<file path="config.mk">
export PLATFORM = sky130hd
export DESIGN_NAME = pxl_translator
export DESIGN_NICKNAME = d
export VERILOG_FILES = /design/src/rtl/pxl_pkg.sv /design/src/rtl/pxl_split.sv /design/src/rtl/pxl_table.sv /design/src/rtl/pxl_check.sv /design/src/rtl/pxl_translator.sv
export SDC_FILE = /design/constraint.sdc
export NUM_CORES = 1
export LEC_CHECK = 0
export BUFFER_PORTS_ARGS = -buffer_cell sky130_fd_sc_hd__buf_2
export CORE_UTILIZATION = 45
export DETAILED_ROUTE_END_ITERATION = 8
export PLACE_DENSITY_LB_ADDON = 0.15
export SYNTH_ARGS = -nofsm -noshare
export SYNTH_HDL_FRONTEND = slang
export SYNTH_SLANG_ARGS = --single-unit
</file>
<file path="constraint.sdc">
create_clock -name clk -period 1.8 [get_ports clk]
set_input_delay 0 -clock clk [delete_from_list [all_inputs] [get_ports clk]]
set_output_delay 0 -clock clk [all_outputs]
set_load 0.02 [all_outputs]
</file>
<file path="src/rtl/pxl_pkg.sv">
package pxl_pkg;
   // access kind encodings
   localparam logic [1:0] KIND_READ  = 2'b00;
   localparam logic [1:0] KIND_WRITE = 2'b01;
   localparam logic [1:0] KIND_EXEC  = 2'b10;

   // fault encodings
   localparam logic [1:0] FLT_NONE    = 2'b00;
   localparam logic [1:0] FLT_INVALID = 2'b01;
   localparam logic [1:0] FLT_PERM    = 2'b10;

   // protection nibble bit positions
   localparam int PROT_V = 3;
   localparam int PROT_R = 2;
   localparam int PROT_W = 1;
   localparam int PROT_X = 0;
   localparam int PROT_BITS = 4;
endpackage

</file>
<file path="src/rtl/pxl_split.sv">
module pxl_split #(
   parameter int VA_W  = 8,
   parameter int OFF_W = 6,
   localparam int VPN_W = VA_W - OFF_W
) (
   input  logic [VA_W-1:0]  vaddr,
   output logic [VPN_W-1:0] vpn,
   output logic [OFF_W-1:0] off
);
   assign vpn = vaddr[VA_W-1:OFF_W];
   assign off = vaddr[OFF_W-1:0];
endmodule

</file>
<file path="src/rtl/pxl_table.sv">
module pxl_table
   import pxl_pkg::*;
#(
   parameter int VPN_W = 2,
   parameter int PFN_W = 4,
   localparam int N_ENT = 1 << VPN_W,
   localparam int ENT_W = PFN_W + PROT_BITS
) (
   input  logic                 clk,
   input  logic                 rst_n,
   input  logic                 wr_en,
   input  logic [VPN_W-1:0]     wr_idx,
   input  logic [PFN_W-1:0]     wr_pfn,
   input  logic [PROT_BITS-1:0] wr_prot,
   input  logic [VPN_W-1:0]     rd_idx,
   output logic [PFN_W-1:0]     rd_pfn,
   output logic [PROT_BITS-1:0] rd_prot
);
   logic [ENT_W-1:0] ent_q [N_ENT];

   for (genvar g = 0; g < N_ENT; g++) begin : g_ent
      logic hit;
      assign hit = wr_en && (wr_idx == VPN_W'(g));
      always_ff @(posedge clk or negedge rst_n) begin
         if (!rst_n)   ent_q[g] <= '0;
         else if (hit) ent_q[g] <= {wr_prot, wr_pfn};
      end
   end

   assign rd_pfn  = ent_q[rd_idx][PFN_W-1:0];
   assign rd_prot = ent_q[rd_idx][ENT_W-1:PFN_W];
endmodule

</file>
<file path="src/rtl/pxl_check.sv">
module pxl_check
   import pxl_pkg::*;
(
   input  logic [PROT_BITS-1:0] prot,
   input  logic [1:0]           kind,
   output logic [1:0]           fault
);
   logic allowed;

   always_comb begin
      unique case (kind)
         KIND_READ:  allowed = prot[PROT_R];
         KIND_WRITE: allowed = prot[PROT_W];
         KIND_EXEC:  allowed = prot[PROT_X];
         default:    allowed = 1'b0;
      endcase
   end

   always_comb begin
      if (!prot[PROT_V])  fault = FLT_INVALID;
      else if (!allowed)  fault = FLT_PERM;
      else                fault = FLT_NONE;
   end
endmodule

</file>
<file path="src/rtl/pxl_translator.sv">
module pxl_translator
   import pxl_pkg::*;
#(
   parameter int VA_W    = 8,
   parameter int PA_W    = 10,
   parameter int OFF_W   = 6,
   parameter bit REG_OUT = 1'b1,
   localparam int VPN_W  = VA_W - OFF_W,
   localparam int PFN_W  = PA_W - OFF_W
) (
   input  logic                 clk,
   input  logic                 rst_n,
   input  logic                 req_valid,
   input  logic [VA_W-1:0]      req_vaddr,
   input  logic [1:0]           req_kind,
   input  logic                 cfg_we,
   input  logic [VPN_W-1:0]     cfg_idx,
   input  logic [PFN_W-1:0]     cfg_pfn,
   input  logic [PROT_BITS-1:0] cfg_prot,
   output logic                 rsp_valid,
   output logic [PA_W-1:0]      rsp_paddr,
   output logic [1:0]           rsp_fault
);
   if (OFF_W < 1 || OFF_W >= VA_W) begin : g_bad_off
      $error("pxl_translator: OFF_W must lie in 1..VA_W-1");
   end
   if (PA_W <= OFF_W) begin : g_bad_pa
      $error("pxl_translator: PA_W must exceed OFF_W");
   end
   if (VPN_W > 10) begin : g_bad_vpn
      $error("pxl_translator: table too large for flop storage");
   end

   logic [VPN_W-1:0]     vpn;
   logic [OFF_W-1:0]     off;
   logic [PFN_W-1:0]     pfn;
   logic [PROT_BITS-1:0] prot;
   logic [1:0]           fault_c;
   logic                 nxt_valid;
   logic [PA_W-1:0]      nxt_paddr;
   logic [1:0]           nxt_fault;

   pxl_split #(.VA_W(VA_W), .OFF_W(OFF_W)) u_split (
      .vaddr (req_vaddr),
      .vpn   (vpn),
      .off   (off)
   );

   pxl_table #(.VPN_W(VPN_W), .PFN_W(PFN_W)) u_table (
      .clk     (clk),
      .rst_n   (rst_n),
      .wr_en   (cfg_we),
      .wr_idx  (cfg_idx),
      .wr_pfn  (cfg_pfn),
      .wr_prot (cfg_prot),
      .rd_idx  (vpn),
      .rd_pfn  (pfn),
      .rd_prot (prot)
   );

   pxl_check u_check (
      .prot  (prot),
      .kind  (req_kind),
      .fault (fault_c)
   );

   always_comb begin
      nxt_valid = req_valid;
      nxt_fault = req_valid ? fault_c : FLT_NONE;
      nxt_paddr = (req_valid && fault_c == FLT_NONE) ? {pfn, off} : '0;
   end

   if (REG_OUT) begin : g_reg
      always_ff @(posedge clk or negedge rst_n) begin
         if (!rst_n) begin
            rsp_valid <= 1'b0;
            rsp_paddr <= '0;
            rsp_fault <= FLT_NONE;
         end else begin
            rsp_valid <= nxt_valid;
            rsp_paddr <= nxt_paddr;
            rsp_fault <= nxt_fault;
         end
      end
   end else begin : g_comb
      assign rsp_valid = nxt_valid;
      assign rsp_paddr = nxt_paddr;
      assign rsp_fault = nxt_fault;
   end
endmodule

</file>
## Yosys cells after proc, flatten, opt, wreduce, memory -nomap -nowiden

Cells that the tools add are included.

| storage, ports and cells | value |
|---|---|
| register bits after elaboration | 45 |
| input port bits | 24 |
| logic and storage cells | 30 |

| operators by class | value |
|---|---|
| magnitude comparators | 1 |
| eq/ne operators | 5 |
| muxes and demuxes | 8 |
| bitwise gates (word level) | 1 |
| reduce and logical (&&, ||, !) cells | 8 |

Operators by type and width:

| cell | number |
|---|---|
| $bmux W8 S2 | 1 |
| $mux W8 | 2 |
| $mux W10 | 1 |
| $eq A2 B2 Y1 const B | 3 |
| $logic_not A2 Y1 | 3 |
| $mux W2 | 3 |
| $logic_and A1 B1 Y1 | 5 |
| $eq A2 B1 Y1 const B | 2 |
| $ge A3 B3 Y1 const B | 1 |
| $not A2 Y3 | 1 |
| $pmux W1 S3 | 1 |

## Longest topological paths before layout

Gate-level depths: netlist (run 1).

| depth | value |
|---|---|
| depth after elaboration | 10 |
| depth in mapped cells | 6 |

## Cells and area by module

From an unflattened synthesis (run 1), not the netlist that was laid out.

| second synthesis, totals | value |
|---|---|
| cell total of the unflattened synthesis | 118 |
| area, all modules | 1965.6 um2 |

By module, submodules not included:

| module | times used | cells each | area each (um2) | seq. area each (um2) |
|---|---|---|---|---|
| pxl_table | 1 | 78 | 1401.3 | 800.8 |
| pxl_translator | 1 | 28 | 475.5 | 325.3 |
| pxl_split | 1 | 8 | 60.1 | 0.0 |
| pxl_check | 1 | 4 | 28.8 | 0.0 |

## Worst setup path before layout (run 1)

OpenSTA, ideal clock, no wires.

| timing path | value |
|---|---|
| path type | reg2reg |
| start | register u_table.ent_q[7] (netlist bit) |
| end | register rsp_paddr[8] |
| setup time | 0.121 ns |
| data arrival time | 1.185 ns |
| setup slack | 0.494 ns |
| stages on the path, launching flop included | 6 |
| path buffers | 1 |
| period minus slack after synthesis | 1.306 ns |
| cell sequence | dfrtp_1 -> mux4_2 -> and2_4 -> buf_6 -> nand2_1 -> nor2_1 |

| on the way | value |
|---|---|
| longest elaborated chain between the ends | 7 |

Ends and longest elaborated chain:

| element | RTL line | text |
|---|---|---|
| from (decl) | pxl_table.sv:19 | `logic [ENT_W-1:0] ent_q [N_ENT];` |
| from (signal, indexed assignment) | pxl_table.sv:26 | `else if (hit) ent_q[g] <= {wr_prot, wr_pfn};` |
| $bmux W8 S2 | pxl_table.sv:31 | `assign rd_prot = ent_q[rd_idx][ENT_W-1:PFN_W];` |
| $mux W8 (2 in series) | -- |  |
| $mux W2 | pxl_check.sv:20 | `if (!prot[PROT_V]) fault = FLT_INVALID;` |
| $logic_not A2 Y1 | pxl_translator.sv:70 | `nxt_paddr = (req_valid && fault_c == FLT_NONE) ? {pfn, off} : '0;` |
| $logic_and A1 B1 Y1 | pxl_translator.sv:70 |  |
| $mux W10 | pxl_translator.sv:70 |  |
| named net nxt_paddr[8] | pxl_translator.sv:40 | `logic [PA_W-1:0] nxt_paddr;` |
| to (signal assigned) | pxl_translator.sv:81 | `rsp_paddr <= nxt_paddr;` |
| to (decl) | pxl_translator.sv:21 | `output logic [PA_W-1:0] rsp_paddr,` |

The timed path passes the listed nets, and every way through them passes these cells. The select of a mux whose other input is x is not followed.
A chain may end at the register's enable or synchronous reset.

## Worst setup path after layout (run 1)

| timing path | value |
|---|---|
| start | register u_table.ent_q[7] (netlist bit) |
| end | register rsp_fault[1] |

| on the way | value |
|---|---|
| longest elaborated chain between the ends | 5 |

Ends and longest elaborated chain:

| element | RTL line | text |
|---|---|---|
| $bmux W8 S2 | pxl_table.sv:31 |  |
| $mux W8 (2 in series) | -- |  |
| $mux W2 | pxl_check.sv:20 |  |
| $mux W2 | pxl_translator.sv:69 | `nxt_fault = req_valid ? fault_c : FLT_NONE;` |
| named net nxt_fault[1] | pxl_translator.sv:41 | `logic [1:0] nxt_fault;` |
| to (signal assigned) | pxl_translator.sv:82 | `rsp_fault <= nxt_fault;` |
| to (decl) | pxl_translator.sv:22 | `output logic [1:0] rsp_fault` |

The timed path passes the listed nets, and every way through them passes these cells. The select of a mux whose other input is x is not followed.

==> flow_summary.html, run 1 <==
<table>
<tr><th>Metric</th><th>Value</th></tr>
<tr><th colspan="2">Run status</th></tr>
<tr><td>Run status</td><td>complete, no violations</td></tr>
<tr><th colspan="2">Timing</th></tr>
<tr><td>Worst Setup Slack, final</td><td>0.442 ns</td></tr>
<tr><td>Maximum achievable frequency</td><td>736 MHz</td></tr>
<tr><td>Skew final</td><td>0.00496 ns</td></tr>
<tr><td>Min Clock Period, post-route</td><td>1.36 ns</td></tr>
<tr><td>Share of the clock period used by the worst path</td><td>0.755</td></tr>
<tr><td>Number of endpoints with negative hold slack in the final report</td><td>0</td></tr>
<tr><td>Sum of negative setup slack</td><td>0 ns</td></tr>
<tr><td>Transition time at the pin with the least slew margin</td><td>0.529 ns</td></tr>
<tr><td>Setup violations, final</td><td>0</td></tr>
<tr><td>Unrepaired setup endpoints after global routing</td><td>no</td></tr>
<tr><td>Relative max-transition margin</td><td>0.647</td></tr>
<tr><td>Final Max Slew Viols</td><td>0</td></tr>
<tr><th colspan="2">Synthesis</th></tr>
<tr><td>Total of flip-flops plus latches after synthesis</td><td>45</td></tr>
<tr><td>Synth Cell Area</td><td>0.00189 mm^2</td></tr>
<tr><td>Gate count of the mapped netlist</td><td>128</td></tr>
<tr><td>Syn nets</td><td>152</td></tr>
<tr><td>Synth top area cells</td><td>sky130_fd_sc_hd__dfrtp_1 59%, sky130_fd_sc_hd__mux2_2 19%, sky130_fd_sc_hd__mux4_1 5.6%</td></tr>
<tr><td>Proportion of netlist area held by the largest area contributor</td><td>0.595</td></tr>
<tr><td>Count of synthesis-stage warnings from yosys</td><td>0</td></tr>
<tr><td>Register area share after synthesis</td><td>0.595</td></tr>
<tr><td>Cell taking the most area after synthesis</td><td>sky130_fd_sc_hd__dfrtp_1</td></tr>
<tr><td>Synth Area per Inst</td><td>14.8 um^2</td></tr>
<tr><td>Netlist cell types</td><td>22</td></tr>
<tr><th colspan="2">Setup path</th></tr>
<tr><td>Path depth of the worst reg2reg path</td><td>3</td></tr>
<tr><td>Reg-to-reg slack, setup</td><td>0.44 ns</td></tr>
<tr><td>Maximum fanout count along the critical path</td><td>11</td></tr>
<tr><td>Crit path kind</td><td>flop to flop</td></tr>
<tr><td>Critical R2R Launch</td><td>u_table.ent_q[7]</td></tr>
<tr><td>Worst Setup End Kind</td><td>flop</td></tr>
<tr><td>Data arrival time of the critical path</td><td>1.54 ns</td></tr>
<tr><td>Endpoint of the most critical register-to-register path</td><td>rsp_fault[1]</td></tr>
<tr><td>Startpoint class of the critical path</td><td>flop</td></tr>
<tr><td>Endpoint required time on the critical path</td><td>1.99 ns</td></tr>
<tr><th colspan="2">Power</th></tr>
<tr><td>Internal power component</td><td>1710 uW</td></tr>
<tr><td>Switching Power</td><td>565 uW</td></tr>
<tr><td>Power per Cell Area</td><td>959 mW/mm^2</td></tr>
<tr><td>Share of total power in the clock network</td><td>0.271</td></tr>
<tr><td>Leakage</td><td>0.00113 uW</td></tr>
<tr><td>Relative contribution of sequential cells to total power</td><td>0.541</td></tr>
<tr><td>Combinational share of power</td><td>0.188</td></tr>
<tr><td>Worst voltage drop across the vdd grid</td><td>0.581 mV</td></tr>
<tr><td>Sw frac</td><td>0.248</td></tr>
<tr><th colspan="2">Clock tree</th></tr>
<tr><td>Clock transition at the registers of the reported paths</td><td>0.08 ns</td></tr>
<tr><td>Post-CTS Setup Inserts</td><td>0</td></tr>
<tr><td>Bufs on Longest Clock Path</td><td>2</td></tr>
<tr><td>Clock tree root buffer cell</td><td>sky130_fd_sc_hd__clkbuf_8</td></tr>
<tr><td>Total of cells resized after clock tree synthesis</td><td>0</td></tr>
<tr><td>CTS Sinks</td><td>45</td></tr>
<tr><td>Number of buffers added by the clock tree synthesis step</td><td>5</td></tr>
<tr><td>Number of H-tree branching levels</td><td>2</td></tr>
<tr><td>Post-CTS Hold Fix Bufs</td><td>16</td></tr>
<tr><td>Clock latency reported for the late side of the worst-skew pair</td><td>0.29 ns</td></tr>
<tr><td>TritonCTS clock tree</td><td>built</td></tr>
<tr><th colspan="2">Floorplanning</th></tr>
<tr><td>Chip Width</td><td>66.9 um</td></tr>
<tr><td>Site row count</td><td>23</td></tr>
<tr><td>Core region area</td><td>0.00403 mm^2</td></tr>
<tr><td>Starting utilization of the core area</td><td>0.470</td></tr>
<tr><td>Die Y</td><td>66.9 um</td></tr>
<tr><td>DIE AREA</td><td>0.00447 mm^2</td></tr>
<tr><td>Ports</td><td>37</td></tr>
<tr><th colspan="2">Global route</th></tr>
<tr><td>Initial antenna violation count</td><td>0</td></tr>
<tr><td>GR Util All Layers</td><td>0.184</td></tr>
<tr><td>Vias in the first global route</td><td>1224</td></tr>
<tr><td>GRT Residual Overflow</td><td>0</td></tr>
<tr><td>Pin count of the biggest net entering global routing</td><td>26</td></tr>
<tr><td>Global-route wire length before repair</td><td>5.79 mm</td></tr>
<tr><th colspan="2">Place</th></tr>
<tr><td>Count of input and output buffers</td><td>36</td></tr>
<tr><td>Half-perimeter wire length after detailed placement</td><td>2.41 mm</td></tr>
<tr><td>Worst slack at placement</td><td>0.450 ns</td></tr>
<tr><td>Routability-driven placement congestion ratio</td><td>0.745</td></tr>
<tr><th colspan="2">Route</th></tr>
<tr><td>Mean number of vias per cell</td><td>5.13</td></tr>
<tr><td>Routed wire length</td><td>3.54 mm</td></tr>
<tr><td>Via total after detailed routing</td><td>1215</td></tr>
<tr><td>Wirelength per Cell</td><td>14.9 um</td></tr>
<tr><td>Number of DRC markers in iteration 0</td><td>43</td></tr>
<tr><td>Number of detailed-route iterations in the first pass</td><td>4</td></tr>
<tr><td>Remaining DRCs</td><td>0</td></tr>
<tr><td>Number of antenna-violating nets in the routed design</td><td>0</td></tr>
<tr><th colspan="2">Job</th></tr>
<tr><td>Number of max-capacitance violations reported</td><td>0</td></tr>
<tr><th colspan="2">Cells and area</th></tr>
<tr><td>Fraction of layout cells with a size suffix above 1</td><td>0.444</td></tr>
<tr><td>Layout overhead on the synthesized area</td><td>25.6%</td></tr>
<tr><td>Inserted Diodes</td><td>0</td></tr>
<tr><td>Fill cell instance count of the final layout</td><td>341</td></tr>
<tr><td>Nets</td><td>211</td></tr>
<tr><th colspan="2">Min path</th></tr>
<tr><td>Hold crit path type</td><td>input port to async pin</td></tr>
</table>
[registers in the layout, indices dropped and copies added, names as in the netlist]
| name | flops |
|---|---|
| rsp_fault | 2 |
| u_table.ent_q | 32 |
| rsp_paddr | 10 |
| rsp_valid | 1 |
[worst max-delay path: stages (launching register included)]
cell and delay, ns:
sky130_fd_sc_hd__dfrtp_1 0.38, sky130_fd_sc_hd__mux4_2 0.47, sky130_fd_sc_hd__and2_4 0.21, sky130_fd_sc_hd__and2_2 0.19
[cell families after synthesis]
logic type	after synthesis	share of synthesized area
AND/OR/NAND/NOR	31	0.0800
buffers and inverters	5	0.0205
multiplexers	43	0.289
flip-flops	45	0.595
AO/OA/AOI/OAI	4	0.0152
[worst max path at each step]
stage,startpoint,to,cells after the start
finish,u_table.ent_q[7],rsp_fault[1],3
detailed placement,u_table.ent_q[7],rsp_fault[1],3
CTS,u_table.ent_q[7],rsp_fault[1],3
global route,u_table.ent_q[13],rsp_fault[1],5
global placement,req_vaddr[7],rsp_fault[1],6
floorplan,u_table.ent_q[7],rsp_paddr[8],5
[per-layer routing]
metal | wire, um | up-vias | track usage
met4 | 40 | 0 | 0.0957
li1 | - | 577 | -
met1 | 1650 | 595 | 0.238
met5 | 0 | - | 0
met3 | 185 | 4 | 0.0428
met2 | 1670 | 39 | 0.285
[power by group through the flow]
stage	registers [uW]	logic, uW	clock network, uW
6_report	1230	428	618
5_1_grt	1250	476	686
4_1_cts	1230	435	640
3_5_place_dp	1250	407	0
3_3_place_gp	1240	396	0
2_1_floorplan	1260	266	0
[metrics by stage]
step,area (um^2),utilization,hold WS (ns),std cells,total power (uW)
3_3_place_gp,2130,0.529,-0.00349,214,1640
3_5_place_dp,2130,0.529,0.0149,214,1660
2_1_floorplan,1890,-,-0.296,128,1520
5_1_grt,2380,0.590,0.260,237,2420
4_1_cts,2380,0.590,0.235,237,2310
6_report,2380,0.590,0.216,237,2280
[synth_stat cells]
| library cell | number |
|---|---|
| sky130_fd_sc_hd__mux2i_1 | 6 |
| sky130_fd_sc_hd__nor3_1 | 1 |
| sky130_fd_sc_hd__inv_1 | 1 |
| sky130_fd_sc_hd__nand2_1 | 10 |
| sky130_fd_sc_hd__buf_2 | 1 |
| sky130_fd_sc_hd__buf_6 | 2 |
| sky130_fd_sc_hd__and2_4 | 1 |
| sky130_fd_sc_hd__nor3b_2 | 1 |
| sky130_fd_sc_hd__a31oi_1 | 1 |
| sky130_fd_sc_hd__nand3b_1 | 2 |
| sky130_fd_sc_hd__dfrtp_1 | 45 |
| sky130_fd_sc_hd__o2111ai_1 | 1 |
| sky130_fd_sc_hd__mux2_2 | 32 |
| sky130_fd_sc_hd__and2b_2 | 1 |
| sky130_fd_sc_hd__a32oi_1 | 1 |
| sky130_fd_sc_hd__nand3_1 | 3 |
| sky130_fd_sc_hd__a21oi_1 | 1 |
| sky130_fd_sc_hd__and2_2 | 1 |
| sky130_fd_sc_hd__nor2_1 | 11 |
| sky130_fd_sc_hd__mux4_1 | 4 |
| sky130_fd_sc_hd__mux4_2 | 1 |
| sky130_fd_sc_hd__buf_4 | 1 |
[cell type report]
type / instances / area (um^2) / share of cell area
multi-input combinational: 78 / 728 / 0.306
clock buffer: 7 / 86.3 / 0.0363
timing repair buffer: 56 / 370 / 0.156
inverter: 1 / 3.75 / 0.00158
sequential: 45 / 1130 / 0.474
tap: 50 / 62.6 / 0.0263
[cells in the final DEF, fill, tap and decap left out, drive strengths merged]
cell type	Yosys	layout
a21oi	1	1
a31oi	1	1
a32oi	1	1
and2	2	2
and2b	1	1
buf	4	40
clkbuf	0	7
dfrtp	45	45
dlygate4sd3	0	16
inv	1	1
mux2	32	32
mux2i	6	6
mux4	5	5
nand2	10	10
nand3	3	3
nand3b	2	2
nor2	11	11
nor3	1	1
nor3b	1	1
o2111ai	1	1
Note: power is estimated with default switching activity, not from simulation.
==> inputs of run 2 (changes only) <==
--- a/config.mk
+++ b/config.mk
@@ -5,6 +5,7 @@
 export SDC_FILE = /design/constraint.sdc
 export NUM_CORES = 1
 export LEC_CHECK = 0
+export ABC_AREA = 1
 export BUFFER_PORTS_ARGS = -buffer_cell sky130_fd_sc_hd__buf_2
 export CORE_UTILIZATION = 45
 export DETAILED_ROUTE_END_ITERATION = 8
==> constraint.sdc (replaced) <==
create_clock -name clk -period 1.2 [get_ports clk]
set_input_delay 0 -clock clk [delete_from_list [all_inputs] [get_ports clk]]
set_output_delay 0 -clock clk [all_outputs]
set_load 0.02 [all_outputs]
==> run 2 against run 1 <==
Cell area up 0.58%. Count of clock-buffer cells in the layout unchanged. Register-to-register slack worse by 0.33 ns. Maximum frequency up 24%. Critical path depth up 5. Synthesized cell count up 74%. Synthesized area up 2.6%. Hold slack worse by 0.21 ns. Largest power group unchanged. Highest routed layer unchanged.
==> flow_summary.html, run 2 <==
<table>
<tr><th>Metric</th><th>Value</th></tr>
<tr><th colspan="2">Timing</th></tr>
<tr><td>Number of endpoints with negative hold slack in the final report</td><td>0</td></tr>
<tr><td>Relative max-transition margin</td><td>0.652</td></tr>
<tr><td>Min Clock Period, post-route</td><td>1.09 ns</td></tr>
<tr><td>Hold slack final</td><td>0.00859 ns</td></tr>
<tr><td>Final Max Slew Viols</td><td>0</td></tr>
<tr><td>Sum of negative setup slack</td><td>0 ns</td></tr>
<tr><td>Setup violations, final</td><td>0</td></tr>
<tr><td>Transition time at the pin with the least slew margin</td><td>0.521 ns</td></tr>
<tr><td>Share of the clock period used by the worst path</td><td>0.909</td></tr>
<tr><td>Unrepaired setup endpoints after global routing</td><td>no</td></tr>
<tr><td>Skew final</td><td>0.00692 ns</td></tr>
<tr><td>Maximum achievable frequency</td><td>917 MHz</td></tr>
<tr><th colspan="2">Synthesis</th></tr>
<tr><td>Most used DFF post-synth</td><td>sky130_fd_sc_hd__dfrtp_1</td></tr>
<tr><td>FFs w/ async S/R, synth</td><td>1.00</td></tr>
<tr><td>Syn nets</td><td>247</td></tr>
<tr><td>Netlist cell types</td><td>19</td></tr>
<tr><td>Count of synthesis-stage warnings from yosys</td><td>0</td></tr>
<tr><td>Proportion of netlist area held by the largest area contributor</td><td>0.580</td></tr>
<tr><td>Gate count of the mapped netlist</td><td>223</td></tr>
<tr><td>Count of flip-flops with a built-in enable after synthesis</td><td>0</td></tr>
<tr><td>Synth Cell Area</td><td>0.00194 mm^2</td></tr>
<tr><td>Most used standard cells in the synthesized netlist</td><td>55 x sky130_fd_sc_hd__nand2_1, 45 x sky130_fd_sc_hd__dfrtp_1, 40 x sky130_fd_sc_hd__o21ai_0</td></tr>
<tr><td>Cell taking the most area after synthesis</td><td>sky130_fd_sc_hd__dfrtp_1</td></tr>
<tr><td>Register area share after synthesis</td><td>0.580</td></tr>
<tr><td>Synth top area cells</td><td>sky130_fd_sc_hd__dfrtp_1 58%, sky130_fd_sc_hd__nand2_1 11%, sky130_fd_sc_hd__o21ai_0 10%</td></tr>
<tr><td>Total of flip-flops plus latches after synthesis</td><td>45</td></tr>
<tr><td>Synth Area per Inst</td><td>8.71 um^2</td></tr>
<tr><td>Most used standard cell by instance count after synthesis</td><td>sky130_fd_sc_hd__nand2_1</td></tr>
<tr><th colspan="2">Clock tree</th></tr>
<tr><td>Clock latency reported for the late side of the worst-skew pair</td><td>0.30 ns</td></tr>
<tr><td>Number of buffers added by the clock tree synthesis step</td><td>5</td></tr>
<tr><td>Number of H-tree branching levels</td><td>2</td></tr>
<tr><td>Bufs on Longest Clock Path</td><td>2</td></tr>
<tr><td>Clock transition at the registers of the reported paths</td><td>0.08 ns</td></tr>
<tr><td>TritonCTS clock tree</td><td>built</td></tr>
<tr><td>CTS Sinks</td><td>45</td></tr>
<tr><td>Clock tree root buffer cell</td><td>sky130_fd_sc_hd__clkbuf_8</td></tr>
<tr><th colspan="2">Floorplanning</th></tr>
<tr><td>Die Y</td><td>67.7 um</td></tr>
<tr><td>Core region area</td><td>0.00406 mm^2</td></tr>
<tr><td>Starting utilization of the core area</td><td>0.479</td></tr>
<tr><td>Site row count</td><td>23</td></tr>
<tr><td>Ports</td><td>37</td></tr>
<tr><td>DIE AREA</td><td>0.00458 mm^2</td></tr>
<tr><td>Chip Width</td><td>67.7 um</td></tr>
<tr><th colspan="2">Cells and area</th></tr>
<tr><td>Register with the highest flop count</td><td>u_table.ent_q</td></tr>
<tr><td>Fill cell instance count of the final layout</td><td>376</td></tr>
<tr><td>Fraction of layout cells with a size suffix above 1</td><td>0.230</td></tr>
<tr><td>Nets</td><td>297</td></tr>
<tr><td>Inserted Diodes</td><td>0</td></tr>
<tr><td>Number of flip-flops under the largest register name</td><td>32</td></tr>
<tr><td>Registers with the most flip-flops</td><td>u_table.ent_q: 32 flops, rsp_paddr: 10 flops, rsp_fault: 2 flops</td></tr>
<tr><td>Layout overhead on the synthesized area</td><td>23.1%</td></tr>
<tr><td>Leading cell type in the layout, fill and taps excluded</td><td>sky130_fd_sc_hd__nand2_1</td></tr>
<tr><td>Most used cells in the layout excluding fill and tap cells</td><td>54 x sky130_fd_sc_hd__nand2_1, 45 x sky130_fd_sc_hd__dfrtp_1, 40 x sky130_fd_sc_hd__o21ai_0, 36 x sky130_fd_sc_hd__buf_2, 30 x sky130_fd_sc_hd__inv_1</td></tr>
<tr><td>Final Instance Area</td><td>0.00239 mm^2</td></tr>
<tr><td>Count of non-filler cells in the finished layout</td><td>324</td></tr>
<tr><th colspan="2">Route</th></tr>
<tr><td>Number of antenna-violating nets in the routed design</td><td>0</td></tr>
<tr><td>Wirelength per Cell</td><td>12.6 um</td></tr>
<tr><td>Mean number of vias per cell</td><td>4.73</td></tr>
<tr><td>Number of detailed-route iterations in the first pass</td><td>4</td></tr>
<tr><td>Routed wire length</td><td>4.10 mm</td></tr>
<tr><td>Via total after detailed routing</td><td>1533</td></tr>
<tr><td>Remaining DRCs</td><td>0</td></tr>
<tr><td>Number of DRC markers in iteration 0</td><td>94</td></tr>
<tr><th colspan="2">Setup path</th></tr>
<tr><td>Crit path kind</td><td>flop to flop</td></tr>
<tr><td>Worst Setup End Kind</td><td>flop</td></tr>
<tr><td>Maximum fanout count along the critical path</td><td>5</td></tr>
<tr><td>Startpoint class of the critical path</td><td>flop</td></tr>
<tr><td>Kind of cell adding the most delay to the critical path</td><td>simple AND/OR/NAND/NOR gates</td></tr>
<tr><td>Data arrival time of the critical path</td><td>1.28 ns</td></tr>
<tr><td>Worst path cell trace</td><td>inv_1 &gt; nand2_1 &gt; nand3_1 &gt; nand2_1 &gt; nand2_1 &gt; nand3_4 &gt; nand2_4 &gt; nor2_1</td></tr>
<tr><td>Buffering stage count on the worst path with inverters included</td><td>1</td></tr>
<tr><td>Max stage delay cell, worst path</td><td>sky130_fd_sc_hd__dfrtp_1</td></tr>
<tr><td>Worst path most repeated cell</td><td>sky130_fd_sc_hd__nand2_1</td></tr>
<tr><td>Highest cell delay on the worst timing path</td><td>0.39 ns</td></tr>
<tr><td>Endpoint required time on the critical path</td><td>1.39 ns</td></tr>
<tr><th colspan="2">Power</th></tr>
<tr><td>Worst voltage drop across the vdd grid</td><td>0.818 mV</td></tr>
<tr><td>Leakage</td><td>0.00131 uW</td></tr>
<tr><td>Power per Cell Area</td><td>1400 mW/mm^2</td></tr>
<tr><th colspan="2">Global route</th></tr>
<tr><td>GR Util All Layers</td><td>0.210</td></tr>
<tr><td>Initial antenna violation count</td><td>0</td></tr>
<tr><td>Vias in the first global route</td><td>1402</td></tr>
<tr><td>Pin count of the biggest net entering global routing</td><td>29</td></tr>
<tr><td>GRT Residual Overflow</td><td>0</td></tr>
<tr><td>Global-route wire length before repair</td><td>6.80 mm</td></tr>
<tr><th colspan="2">Place</th></tr>
<tr><td>Placed instance count</td><td>307</td></tr>
<tr><td>Count of input and output buffers</td><td>36</td></tr>
<tr><td>Half-perimeter wire length after detailed placement</td><td>2.70 mm</td></tr>
<tr><td>Routability-driven placement congestion ratio</td><td>0.722</td></tr>
<tr><td>Instance area after placement</td><td>0.00219 mm^2</td></tr>
<tr><th colspan="2">Run status</th></tr>
<tr><td>Run status</td><td>complete, no violations</td></tr>
<tr><th colspan="2">Min path</th></tr>
<tr><td>Hold crit path type</td><td>input port to flop</td></tr>
<tr><th colspan="2">Job</th></tr>
<tr><td>Number of max-capacitance violations reported</td><td>0</td></tr>
</table>
-- run 2: kinds of logic after synthesis --
kind of cell           after synthesis  synth area share
flip-flops                          45             0.580
AND/OR/NAND/NOR                     93             0.209
buffers and inverters               40            0.0921
AO/OA/AOI/OAI                       45             0.119
-- run 2: worst register-to-register path, stage by stage, from the launching register on --
cell and delay (ns):
sky130_fd_sc_hd__dfrtp_1 0.39, sky130_fd_sc_hd__inv_1 0.06, sky130_fd_sc_hd__nand2_1 0.05, sky130_fd_sc_hd__nand3_1 0.06
sky130_fd_sc_hd__nand2_1 0.05, sky130_fd_sc_hd__nand2_1 0.09, sky130_fd_sc_hd__nand3_4 0.12, sky130_fd_sc_hd__nand2_4 0.12
sky130_fd_sc_hd__nor2_1 0.05
-- run 2: worst paths after layout --
check | end | start | cells after the start | slack, ns
max | rsp_paddr[7] | u_table.ent_q[12] | 8 | 0.11
min | u_table.ent_q[1] | cfg_pfn[1] | 3 | 0.009
max reg2reg | rsp_paddr[7] | u_table.ent_q[12] | 8 | 0.11
min reg2reg | u_table.ent_q[17] | u_table.ent_q[17] | 2 | 0.49
max in group asynchronous | u_table.ent_q[11] | rst_n | 3 | 0.53
min in group asynchronous | u_table.ent_q[5] | rst_n | 2 | 0.17
-- run 2: power breakdown --
group          internal, uW  switching (uW)  total [uW]
combinational           220             323         543
clock                   521             493        1010
sequential             1700            96.3        1800
total                  2440             912        3360
-- run 2: routing by layer --
| layer | vias to the layer above | global-route usage | routed length [um] |
|---|---|---|---|
| li1 | 795 | - | - |
| met1 | 685 | 0.278 | 1870 |
| met2 | 51 | 0.325 | 1930 |
| met3 | 2 | 0.0625 | 273 |
| met4 | 0 | 0.0718 | 23 |
| met5 | - | 0 | 0 |
-- run 2: final cells by class --
type	instances	area, um^2	share of cell area
Timing Repair Buffer	50	318	0.133
Clock inverter	1	5.00	0.00209
Multi-Input combinational cell	139	658	0.275
Sequential cell	45	1130	0.471
Inverter	32	125	0.0523
Tap cell	50	62.6	0.0262
Clock buffer	7	96.3	0.0403
-- run 2: stage by stage --
stage / utilization / setup slack (ns) / power [uW]
floorplan: - / 0.215 / 2150
global placement: 0.539 / 0.139 / 2320
detailed placement: 0.539 / 0.110 / 2340
CTS: 0.584 / 0.0927 / 3390
global route: 0.589 / 0.00777 / 3610
finish: 0.589 / 0.109 / 3360
-- run 2: timing repair --
item                       in CTS  in global routing
hold endpoints to repair       51                  0
buffers inserted                0                  0
setup endpoints to repair       0                  3
gates resized for setup         0                  3
hold buffers                    8                  0
==> inputs of run 3 (changes only) <==
--- a/config.mk
+++ b/config.mk
@@ -7,7 +7,9 @@
 export LEC_CHECK = 0
 export ABC_AREA = 1
 export BUFFER_PORTS_ARGS = -buffer_cell sky130_fd_sc_hd__buf_2
-export CORE_UTILIZATION = 45
+export CELL_PAD_IN_SITES_DETAIL_PLACEMENT = 0
+export CELL_PAD_IN_SITES_GLOBAL_PLACEMENT = 1
+export CORE_UTILIZATION = 36
 export DETAILED_ROUTE_END_ITERATION = 8
 export PLACE_DENSITY_LB_ADDON = 0.15
 export SYNTH_ARGS = -nofsm -noshare
==> run 3 against run 2 <==
Global-route usage down 4.2 points. Final cell count up 5.9%. Register-to-register slack about the same. Clock power down 9.6%. Setup slack worse by 0.0025 ns. Hold slack better by 0.0086 ns. Clock skew down 0.0031 ns. Critical endpoint is now rsp_paddr[6]. Largest power group unchanged.
==> flow_summary.html, run 3 (synthesized netlist as in run 2, its figures left out) <==
<table>
<tr><th>Metric</th><th>Value</th></tr>
<tr><th colspan="2">Timing</th></tr>
<tr><td>Transition time at the pin with the least slew margin</td><td>0.506 ns</td></tr>
<tr><td>Final Max Slew Viols</td><td>0</td></tr>
<tr><td>Worst Setup Slack, final</td><td>0.106 ns</td></tr>
<tr><td>Setup violations, final</td><td>0</td></tr>
<tr><td>Unrepaired setup endpoints after global routing</td><td>no</td></tr>
<tr><td>Min Clock Period, post-route</td><td>1.09 ns</td></tr>
<tr><td>Number of endpoints with negative hold slack in the final report</td><td>0</td></tr>
<tr><td>Sum of negative setup slack</td><td>0 ns</td></tr>
<tr><td>Share of the clock period used by the worst path</td><td>0.911</td></tr>
<tr><td>Relative max-transition margin</td><td>0.662</td></tr>
<tr><td>Maximum achievable frequency</td><td>914 MHz</td></tr>
<tr><td>Skew final</td><td>0.00384 ns</td></tr>
<tr><th colspan="2">Power</th></tr>
<tr><td>Leakage</td><td>0.00130 uW</td></tr>
<tr><td>Worst voltage drop across the vdd grid</td><td>0.709 mV</td></tr>
<tr><td>Internal power component</td><td>2380 uW</td></tr>
<tr><td>Combinational share of power</td><td>0.168</td></tr>
<tr><td>Share of total power in the clock network</td><td>0.281</td></tr>
<tr><td>Power per Cell Area</td><td>1350 mW/mm^2</td></tr>
<tr><td>Relative contribution of sequential cells to total power</td><td>0.551</td></tr>
<tr><td>Switching Power</td><td>868 uW</td></tr>
<tr><td>Sw frac</td><td>0.267</td></tr>
<tr><th colspan="2">Floorplanning</th></tr>
<tr><td>Chip Width</td><td>75.4 um</td></tr>
<tr><td>Site row count</td><td>26</td></tr>
<tr><td>Die Y</td><td>75.4 um</td></tr>
<tr><td>DIE AREA</td><td>0.00569 mm^2</td></tr>
<tr><td>Starting utilization of the core area</td><td>0.378</td></tr>
<tr><td>Ports</td><td>37</td></tr>
<tr><td>Core region area</td><td>0.00514 mm^2</td></tr>
<tr><th colspan="2">Global route</th></tr>
<tr><td>GR Util All Layers</td><td>0.169</td></tr>
<tr><td>Vias in the first global route</td><td>1491</td></tr>
<tr><td>Global-route wire length before repair</td><td>7.04 mm</td></tr>
<tr><td>Initial antenna violation count</td><td>0</td></tr>
<tr><td>Pin count of the biggest net entering global routing</td><td>46</td></tr>
<tr><td>GRT Residual Overflow</td><td>0</td></tr>
<tr><th colspan="2">Clock tree</th></tr>
<tr><td>Number of buffers added by the clock tree synthesis step</td><td>5</td></tr>
<tr><td>Clock transition at the registers of the reported paths</td><td>0.08 ns</td></tr>
<tr><td>Clock latency reported for the late side of the worst-skew pair</td><td>0.29 ns</td></tr>
<tr><td>TritonCTS clock tree</td><td>built</td></tr>
<tr><td>CTS Sinks</td><td>45</td></tr>
<tr><td>Clock tree root buffer cell</td><td>sky130_fd_sc_hd__clkbuf_8</td></tr>
<tr><td>Bufs on Longest Clock Path</td><td>2</td></tr>
<tr><td>Number of H-tree branching levels</td><td>2</td></tr>
<tr><th colspan="2">Cells and area</th></tr>
<tr><td>Post-layout utilization of the core</td><td>0.468</td></tr>
<tr><td>Leading cell type in the layout, fill and taps excluded</td><td>sky130_fd_sc_hd__nand2_1</td></tr>
<tr><td>Nets</td><td>297</td></tr>
<tr><td>Inserted Diodes</td><td>0</td></tr>
<tr><td>Layout overhead on the synthesized area</td><td>23.8%</td></tr>
<tr><td>Registers with the most flip-flops</td><td>u_table.ent_q: 32 flops, rsp_paddr: 10 flops, rsp_fault: 2 flops</td></tr>
<tr><td>Most used cells in the layout excluding fill and tap cells</td><td>53 x sky130_fd_sc_hd__nand2_1, 45 x sky130_fd_sc_hd__dfrtp_1, 40 x sky130_fd_sc_hd__o21ai_0, 36 x sky130_fd_sc_hd__buf_2, 30 x sky130_fd_sc_hd__inv_1</td></tr>
<tr><td>Fraction of layout cells with a size suffix above 1</td><td>0.227</td></tr>
<tr><td>Multi-input logic area</td><td>661 um^2</td></tr>
<tr><td>Fill cell instance count of the final layout</td><td>538</td></tr>
<tr><td>Register with the highest flop count</td><td>u_table.ent_q</td></tr>
<tr><td>Sequential cell area</td><td>0.00113 mm^2</td></tr>
<tr><td>Number of flip-flops under the largest register name</td><td>32</td></tr>
<tr><th colspan="2">Setup path</th></tr>
<tr><td>Buffering stage count on the worst path with inverters included</td><td>0</td></tr>
<tr><td>Kind of cell adding the most delay to the critical path</td><td>simple AND/OR/NAND/NOR gates</td></tr>
<tr><td>Max stage delay cell, worst path</td><td>sky130_fd_sc_hd__dfrtp_1</td></tr>
<tr><td>Startpoint class of the critical path</td><td>flop</td></tr>
<tr><td>Endpoint required time on the critical path</td><td>1.38 ns</td></tr>
<tr><td>Data arrival time of the critical path</td><td>1.28 ns</td></tr>
<tr><td>Worst Setup End Kind</td><td>flop</td></tr>
<tr><td>Highest cell delay on the worst timing path</td><td>0.38 ns</td></tr>
<tr><td>Crit path kind</td><td>flop to flop</td></tr>
<tr><td>Worst path cell trace</td><td>nand2_1 &gt; nand3_1 &gt; nand3b_1 &gt; nand3_4 &gt; nand2_4 &gt; nor2_1</td></tr>
<tr><td>Maximum fanout count along the critical path</td><td>5</td></tr>
<tr><th colspan="2">Place</th></tr>
<tr><td>Worst slack at placement</td><td>0.106 ns</td></tr>
<tr><td>Half-perimeter wire length after detailed placement</td><td>2.74 mm</td></tr>
<tr><td>Routability-driven placement congestion ratio</td><td>0.717</td></tr>
<tr><td>Count of input and output buffers</td><td>36</td></tr>
<tr><th colspan="2">Route</th></tr>
<tr><td>Number of detailed-route iterations in the first pass</td><td>4</td></tr>
<tr><td>Routed wire length</td><td>4.08 mm</td></tr>
<tr><td>Remaining DRCs</td><td>0</td></tr>
<tr><td>Wirelength per Cell</td><td>11.9 um</td></tr>
<tr><td>Via total after detailed routing</td><td>1498</td></tr>
<tr><td>Number of antenna-violating nets in the routed design</td><td>0</td></tr>
<tr><td>Number of DRC markers in iteration 0</td><td>56</td></tr>
<tr><td>Mean number of vias per cell</td><td>4.37</td></tr>
<tr><th colspan="2">Run status</th></tr>
<tr><td>Run status</td><td>complete, no violations</td></tr>
<tr><th colspan="2">Job</th></tr>
<tr><td>Number of max-capacitance violations reported</td><td>0</td></tr>
<tr><th colspan="2">Min path</th></tr>
<tr><td>Hold crit path type</td><td>input port to flop</td></tr>
</table>
-- run 3: cell types whose count changed in the layout (fill, tap and decap cells not counted) --
cell,previous run,this run
sky130_fd_sc_hd__nand2_2,2,3
sky130_fd_sc_hd__nand2_1,54,53
sky130_fd_sc_hd__clkbuf_8,7,6
sky130_fd_sc_hd__clkinv_2,1,0
sky130_fd_sc_hd__clkbuf_1,0,1
-- run 3: tightest hold or removal path, delay by kind of cell --
family,cells,cell delay [ns]
AOI/OAI and AO/OA,1,0.14
buffers and inverters,2,0.12
-- run 3: area by class of cell --
cell class                 count  share of cell area
inverter                      32              0.0521
multi-input combinational    139               0.275
clock buffer                   7              0.0359
timing repair buffer          50               0.132
sequential                    45               0.469
tap                           70              0.0364
-- run 3: power groups by stage --
| stage | Combinational, uW | Sequential (uW) | Clock [uW] |
|---|---|---|---|
| final | 545 | 1790 | 913 |
| after global routing | 652 | 1820 | 1010 |
| after CTS | 541 | 1790 | 953 |
| after detailed placement | 519 | 1820 | 0 |
| after global placement | 510 | 1820 | 0 |
| after floorplan | 326 | 1830 | 0 |
-- run 3: path summary, 6_finish.rpt --
path	startpoint	to	slack (ns)	cells past startpoint
worst max register to register	u_table.ent_q[5]	rsp_paddr[6]	0.11	6
worst min-delay path	cfg_prot[2]	u_table.ent_q[22]	0.02	3
min in group asynchronous	rst_n	rsp_fault[1]	0.21	3
worst min register to register	u_table.ent_q[8]	u_table.ent_q[8]	0.49	2
max in group asynchronous	rst_n	u_table.ent_q[23]	0.77	3
worst max-delay path	u_table.ent_q[5]	rsp_paddr[6]	0.11	6
-- run 3: timing repair --
action                     in CTS  in global routing
setup endpoints to repair       0                 10
hold endpoints to repair       52                  0
resized for setup               0                  4
setup buffers                   0                  0
hold buffers                    8                  0
-- run 3: per-stage QoR --
| step | power, uW | std cells | hold WS (ns) | area, um^2 |
|---|---|---|---|---|
| 5_1_grt | 3480 | 343 | 0.0398 | 2400 |
| 3_3_place_gp | 2330 | 327 | 0.000255 | 2210 |
| 3_5_place_dp | 2340 | 327 | -0.000470 | 2210 |
| 6_report | 3250 | 343 | 0.0172 | 2400 |
| 2_1_floorplan | 2150 | 223 | -0.296 | 1940 |
| 4_1_cts | 3290 | 342 | 0.0150 | 2380 |
-- run 3: per-layer routing --
layer / wire length, um / GRT usage
met3: 122 / 0.0278
met5: 0 / 0
met2: 1840 / 0.272
met4: 51 / 0.0617
met1: 2070 / 0.230
